File: config.mk
export PLATFORM = sky130hd
export DESIGN_NAME = sc_line_divider
export DESIGN_NICKNAME = d
export VERILOG_FILES = /design/src/rtl/sc_div_pkg.sv /design/src/rtl/sc_ratio_sel.sv /design/src/rtl/sc_period_gen.sv /design/src/rtl/sc_phase_cmp.sv /design/src/rtl/sc_line_divider.sv
export SDC_FILE = /design/constraint.sdc
export NUM_CORES = 1
export LEC_CHECK = 0
export BUFFER_PORTS_ARGS = -buffer_cell sky130_fd_sc_hd__buf_2
export CAP_MARGIN = 20
export CORE_MARGIN = 2
export CORE_UTILIZATION = 55
export DETAILED_ROUTE_END_ITERATION = 12
export HOLD_SLACK_MARGIN = 0.05
export MAX_ROUTING_LAYER = met4
export PLACE_DENSITY = 0.74
export SLEW_MARGIN = 20
export SYNTH_ARGS = -nofsm -noshare
export SYNTH_HDL_FRONTEND = slang
export SYNTH_HIERARCHICAL = 1
export SYNTH_SLANG_ARGS = --single-unit
File: constraint.sdc
create_clock -name clk -period 5.7 [get_ports clk]
set_input_delay 0.855 -clock clk [delete_from_list [all_inputs] [get_ports clk]]
set_output_delay 0.855 -clock clk [all_outputs]
set_load 0.02 [all_outputs]
File: src/rtl/sc_div_pkg.sv
package sc_div_pkg;

  typedef enum logic [2:0] {
    STD_PAL_BG = 3'd0,
    STD_PAL_N  = 3'd1,
    STD_NTSC   = 3'd2,
    STD_PAL_M  = 3'd3,
    STD_SECAM  = 3'd4
  } tv_std_e;

  // Fraction denominator: 4 quarters x 625 lines
  localparam int FRAC_DEN = 2500;

  localparam int BG_INT    = 283;
  localparam int BG_FRAC   = 1879;  // 0.75 + 1/625
  localparam int N_INT     = 229;
  localparam int N_FRAC    = 629;   // 0.25 + 1/625
  localparam int NTSC_INT  = 227;
  localparam int NTSC_FRAC = 1250;  // 0.5
  localparam int M_INT     = 227;
  localparam int M_FRAC    = 625;   // 0.25
  localparam int SEC_INT   = 282;
  localparam int SEC_FRAC  = 0;

endpackage

File: src/rtl/sc_ratio_sel.sv
module sc_ratio_sel
  import sc_div_pkg::*;
#(
  parameter int INT_W  = 9,
  parameter int FRAC_W = 12
) (
  input  logic [2:0]        std_sel,
  output logic [INT_W-1:0]  int_part,
  output logic [FRAC_W-1:0] frac_part
);

  always_comb begin
    int_part  = INT_W'(BG_INT);
    frac_part = FRAC_W'(BG_FRAC);
    case (std_sel)
      STD_PAL_N: begin
        int_part  = INT_W'(N_INT);
        frac_part = FRAC_W'(N_FRAC);
      end
      STD_NTSC: begin
        int_part  = INT_W'(NTSC_INT);
        frac_part = FRAC_W'(NTSC_FRAC);
      end
      STD_PAL_M: begin
        int_part  = INT_W'(M_INT);
        frac_part = FRAC_W'(M_FRAC);
      end
      STD_SECAM: begin
        int_part  = INT_W'(SEC_INT);
        frac_part = FRAC_W'(SEC_FRAC);
      end
      default: begin
        int_part  = INT_W'(BG_INT);
        frac_part = FRAC_W'(BG_FRAC);
      end
    endcase
  end

endmodule

File: src/rtl/sc_period_gen.sv
module sc_period_gen #(
  parameter int INT_W    = 9,
  parameter int FRAC_W   = 12,
  parameter int FRAC_DEN = 2500
) (
  input  logic              clk,
  input  logic              rst,
  input  logic [INT_W-1:0]  int_part,
  input  logic [FRAC_W-1:0] frac_part,
  output logic              ref_q
);

  localparam int SUM_W = FRAC_W + 1;

  logic [INT_W-1:0]  cnt;
  logic [FRAC_W-1:0] facc;
  logic [SUM_W-1:0]  fsum;
  logic              carry;
  logic [FRAC_W-1:0] fnext;
  logic [INT_W-1:0]  period;
  logic              load;

  assign load = (cnt == '0);

  always_comb begin
    fsum   = {1'b0, facc} + {1'b0, frac_part};
    carry  = (fsum >= SUM_W'(FRAC_DEN));
    fnext  = FRAC_W'(carry ? (fsum - SUM_W'(FRAC_DEN)) : fsum);
    period = int_part + INT_W'(carry);
  end

  always_ff @(posedge clk) begin
    if (rst) begin
      cnt   <= '0;
      facc  <= '0;
      ref_q <= 1'b0;
    end else begin
      ref_q <= load;
      if (load) begin
        cnt  <= period - INT_W'(1);
        facc <= fnext;
      end else begin
        cnt  <= cnt - INT_W'(1);
      end
    end
  end

  AST_FRAC_RANGE: assert property (@(posedge clk) disable iff (rst)
    facc < FRAC_W'(FRAC_DEN));

  AST_REF_SINGLE: assert property (@(posedge clk) disable iff (rst)
    ref_q |=> !ref_q);

  AST_PERIOD_HOLD: assert property (@(posedge clk) disable iff (rst)
    (!load && !$isunknown(cnt)) |=> !ref_q);

endmodule

File: src/rtl/sc_phase_cmp.sv
module sc_phase_cmp (
  input  logic clk,
  input  logic rst,
  input  logic ref_in,
  input  logic line_in,
  output logic up,
  output logic dn
);

  logic up_n;
  logic dn_n;

  always_comb begin
    up_n = up | ref_in;
    dn_n = dn | line_in;
    if (up_n && dn_n) begin
      up_n = 1'b0;
      dn_n = 1'b0;
    end
  end

  always_ff @(posedge clk) begin
    if (rst) begin
      up <= 1'b0;
      dn <= 1'b0;
    end else begin
      up <= up_n;
      dn <= dn_n;
    end
  end

  AST_NEVER_BOTH: assert property (@(posedge clk) disable iff (rst)
    !(up && dn));

  AST_UP_SET: assert property (@(posedge clk) disable iff (rst)
    (ref_in && !line_in && !dn) |=> up);

  AST_UP_HOLD: assert property (@(posedge clk) disable iff (rst)
    (up && !line_in) |=> up);

  AST_DN_SET: assert property (@(posedge clk) disable iff (rst)
    (line_in && !ref_in && !up) |=> dn);

  AST_UP_CLEAR: assert property (@(posedge clk) disable iff (rst)
    (up && line_in) |=> (!up && !dn));

  AST_DN_CLEAR: assert property (@(posedge clk) disable iff (rst)
    (dn && ref_in) |=> (!up && !dn));

  AST_COINCIDE_IDLE: assert property (@(posedge clk) disable iff (rst)
    (ref_in && line_in && !up && !dn) |=> (!up && !dn));

endmodule

File: src/rtl/sc_line_divider.sv
module sc_line_divider #(
  parameter int INT_W    = 9,
  parameter int FRAC_W   = 12,
  parameter int FRAC_DEN = sc_div_pkg::FRAC_DEN
) (
  input  logic       clk,
  input  logic       rst,
  input  logic [2:0] std_sel,
  input  logic       line_pulse,
  output logic       ref_pulse,
  output logic       pd_up,
  output logic       pd_dn
);

  logic [INT_W-1:0]  int_part;
  logic [FRAC_W-1:0] frac_part;
  logic              ref_q;

  sc_ratio_sel #(
    .INT_W (INT_W),
    .FRAC_W(FRAC_W)
  ) u_ratio (
    .std_sel  (std_sel),
    .int_part (int_part),
    .frac_part(frac_part)
  );

  sc_period_gen #(
    .INT_W   (INT_W),
    .FRAC_W  (FRAC_W),
    .FRAC_DEN(FRAC_DEN)
  ) u_period (
    .clk      (clk),
    .rst      (rst),
    .int_part (int_part),
    .frac_part(frac_part),
    .ref_q    (ref_q)
  );

  sc_phase_cmp u_cmp (
    .clk    (clk),
    .rst    (rst),
    .ref_in (ref_q),
    .line_in(line_pulse),
    .up     (pd_up),
    .dn     (pd_dn)
  );

  assign ref_pulse = ref_q;

  AST_RESET_QUIET: assert property (@(posedge clk)
    rst |=> (!ref_pulse && !pd_up && !pd_dn));

endmodule

==> flow_summary_export.csv <==
group,metric,value,unit
critical_path,worstRegToRegCells,16,
job,cap_violations,0,
clock_network,h-tree-depth,1,
floorplan,rows,22,
power,power_frac_comb,71.6,%
placement,routabilityCongestion,0.921,
critical_path,critPathCaptureType,"register",
timing,fmax,200,MHz
final_layout,nNetsFinal,290,
clock_network,worstSkewPairLatency,0.27,ns
synthesis,synthAdderAreaFrac,10.7,%
synthesis,synth_edf_count,0,
critical_path,cp_max_fo,11,
synthesis,ys_top_cells_by_count,"nor2_1, dfxtp_1, a211oi_1, ha_1",
synthesis,ys_top_cells_by_area,"dfxtp_1, ha_1, xnor2_1, a211oi_1, nor2_1",
global_routing,antenna_found_initial,0,
global_routing,grt_pass1_vias,1620,
drt,wire_per_inst,14.3,um
placement,io_buffer_count,8,
critical_path,crit_type,"in -> reg",
critical_path,required,5.90,ns
global_routing,grt_max_degree,25,
power,power_frac_clock,9.6,%
synthesis,async_flop_share,0,%
synthesis,synth_top_family_by_area,"simple AND/OR/NAND/NOR gates",
final_layout,n_antenna_cell,0,
final_layout,syn_to_final_growth,3.51,%
placement,hpwl,3.43,mm
floorplan,die_h,66.9,um
drt,vias_per_cell,5.84,
clock_network,cts_tree,"built",
floorplan,start_util,58.1,%
critical_path,cp.arrival,5.21,ns
critical_path,r2r-end,"u_period/cnt[8]",
synthesis,seq_area_frac_synth,22.1,%
synthesis,postSynthAreaPerCell,8.09,um^2
timing,setup_ws,0.696,ns
drt,initialDrtViolationCount,143,
timing,setup-violations-final,0,
timing,tns,0,ns
floorplan,boundaryPins,9,
hold_path,min_path_type,"reg -> reg",
power,p_seq_share,18.8,%
hold_path,worstHoldStart,"u_cmp/dn",
drt,vias,1828,
timing,rsz0062_at_grt,"false",
clock_network,cts_resized,0,
clock_network,root_buffer,"clkbuf_8",
synthesis,muxShareOfSynthArea,3.34,%
synthesis,yosysUniqueCellTypes,56,
synthesis,synthSimpleGateAreaFrac,26.0,%
critical_path,reg2reg_from,"u_period/facc[0]",
global_routing,grt_use_total,22.5,%
power,swShare,48.3,%
synthesis,yosys.area.top_type,"dfxtp_1",
clock_network,cts.reportedPaths.clkPinSlew,0.09,ns
placement,dp_slack,0.505,ns
power,power_leakage,0.931,nW
timing,timing.final.crit_share,87.8,%
power,p_per_area,691,mW/mm^2
clock_network,cts_setup_buffers,0,
status,outcome,"finished clean",
hold_path,hold_path_end,"u_cmp/up",
global_routing,grt_pass1_wl,7.58,mm
synthesis,ys.flop_type,"dfxtp_1",
floorplan,die_w,66.9,um
clock_network,cts_max_path_buffers,2,
timing,worst_pin_slew,0.590,ns
power,p_sw,752,uW
global_routing,overflow,0,
critical_path,startpoint_type,"input port",
clock_network,numCtsBuffers,3,
clock_network,clock_sinks,24,
timing,relSlewSlack,60.6,%
final_layout,drive_above_1_share,10.2,%
drt,detail_route.first_pass.iterations,4,
power,ir_drop,0.302,mV
synthesis,netlist_instances,269,
drt,wl,4.47,mm
drt,drc,0,
drt,ant_nets,0,
timing,slew_viol_final,0,
synthesis,synth_top_area_share,22.1,%
synthesis,ys_ff_latch,24,
critical_path,reg2reg_slack,1.56,ns
synthesis,synth_xor_area_share,11.7,%
synthesis,synth_compound_area_share,18.8,%
floorplan,coreArea,0.00374,mm^2
timing,clock_skew,0.00323,ns
clock_network,hold_buffers,0,
timing,hold_viol,0,
power,internal-power,805,uW
synthesis,ys_warn_count,6,
hold_path,whs_path_depth,1,
timing,final.min_clock_period,5.00,ns
floorplan,die_area,0.00447,mm^2
synthesis,syn_area,0.00218,mm^2
final_layout,fin_util,60.2,%
synthesis,yosysMostFrequentCell,"nor2_1",
==> sequential cells by signal, indices dropped and copies added (netlist names) <==
register and count:
u_period/facc 12, u_period/cnt 9, u_cmp/dn 1, u_cmp/up 1, u_period/ref_q 1
==> how the worst max path moves through the flow <==
stage                     startpoint         endpoint  slack, ns  cells past startpoint
after global placement    std_sel[2]  u_period/cnt[8]       0.56                     19
after floorplan           std_sel[2]  u_period/cnt[4]       1.23                     17
after global routing      std_sel[2]  u_period/cnt[8]       0.26                     19
after detailed placement  std_sel[2]  u_period/cnt[4]       0.50                     18
final                     std_sel[2]  u_period/cnt[8]       0.70                     19
after CTS                 std_sel[2]  u_period/cnt[8]       0.70                     19
==> worst max-delay path, stage by stage <==
cell and delay (ns):
buf_2 0.21, xor2_1 0.17, nand2b_1 0.15, ha_1 0.28
fa_1 0.43, a211oi_1 0.43, o21bai_1 0.13, a21oi_1 0.18
xor2_1 0.35, a21oi_1 0.09, a2111o_1 0.54, nand2_1 0.18
ha_1 0.20, ha_1 0.19, inv_1 0.07, nor4_1 0.32
xor2_1 0.21, nand2_1 0.08, a21oi_1 0.14
==> layer usage <==
| layer | routed length (um) | track usage [%] | part of all wire [%] |
|---|---|---|---|
| met5 | 0 | - | 0 |
| met4 | 45 | 5.10 | 1.0 |
| met3 | 185 | 3.72 | 4.1 |
| met2 | 1990 | 33.9 | 45 |
| met1 | 2240 | 31.4 | 50 |
==> power groups by stage <==
stage          combinational, mW  clock, mW  sequential [mW]
6_report                    1.12      0.149            0.292
3_5_place_dp                1.08          0            0.296
4_1_cts                     1.10      0.154            0.292
2_1_floorplan              0.912          0            0.283
5_1_grt                     1.24      0.160            0.299
3_3_place_gp                1.08          0            0.295
==> cells by family after synthesis <==
| logic type | Yosys count |
|---|---|
| fa+ha+maj | 18 |
| flops | 24 |
| other cells | 1 |
| xor+xnor | 29 |
| compound gates | 53 |
| simple gates | 106 |
| mux | 7 |
| buf+inv | 31 |
==> per-stage QoR <==
step                      area (um^2)  hold WS (ns)  instances  power [mW]
after floorplan                  2180         0.465        270        1.19
after global placement           2180         0.430        309        1.37
after detailed placement         2180         0.442        309        1.38
after CTS                        2250         0.455        313        1.54
after global routing             2250         0.481        313        1.70
final                            2250         0.451        313        1.56
==> final cells by class <==
type / instances / area [um^2]
fillers: 350 / 1490
flip-flops and latches: 24 / 480
clock buffers: 3 / 41.3
inverters: 13 / 48.8
clock inverters: 1 / 30.0
multi-input cells: 215 / 1540
well taps: 48 / 60.1
repair buffers: 9 / 47.5
==> cell usage in the layout (no fill, tap or decap), types with 2 or more instances in the layout <==
cell and instances:
mux2i_1 5, nor3_1 7, a311oi_1 2, clkbuf_8 3
a211oi_1 17, nor2b_1 4, or3_1 2, buf_2 8
o21ai_1 2, nor2_1 31, mux2_2 2, and3b_1 2
xnor2_1 16, inv_1 12, nand3_1 10, nand2b_1 4
xor2_1 13, and3_1 3, or2_2 2, a21oi_1 10
nand3b_1 2, nand4_1 4, nand2_1 16, conb_1 2
nor3b_1 3, a21o_1 4, o21ai_0 4, nor4_1 5
ha_1 17, a211o_1 2, dfxtp_1 24
Note: power is estimated with default switching activity, not from simulation.
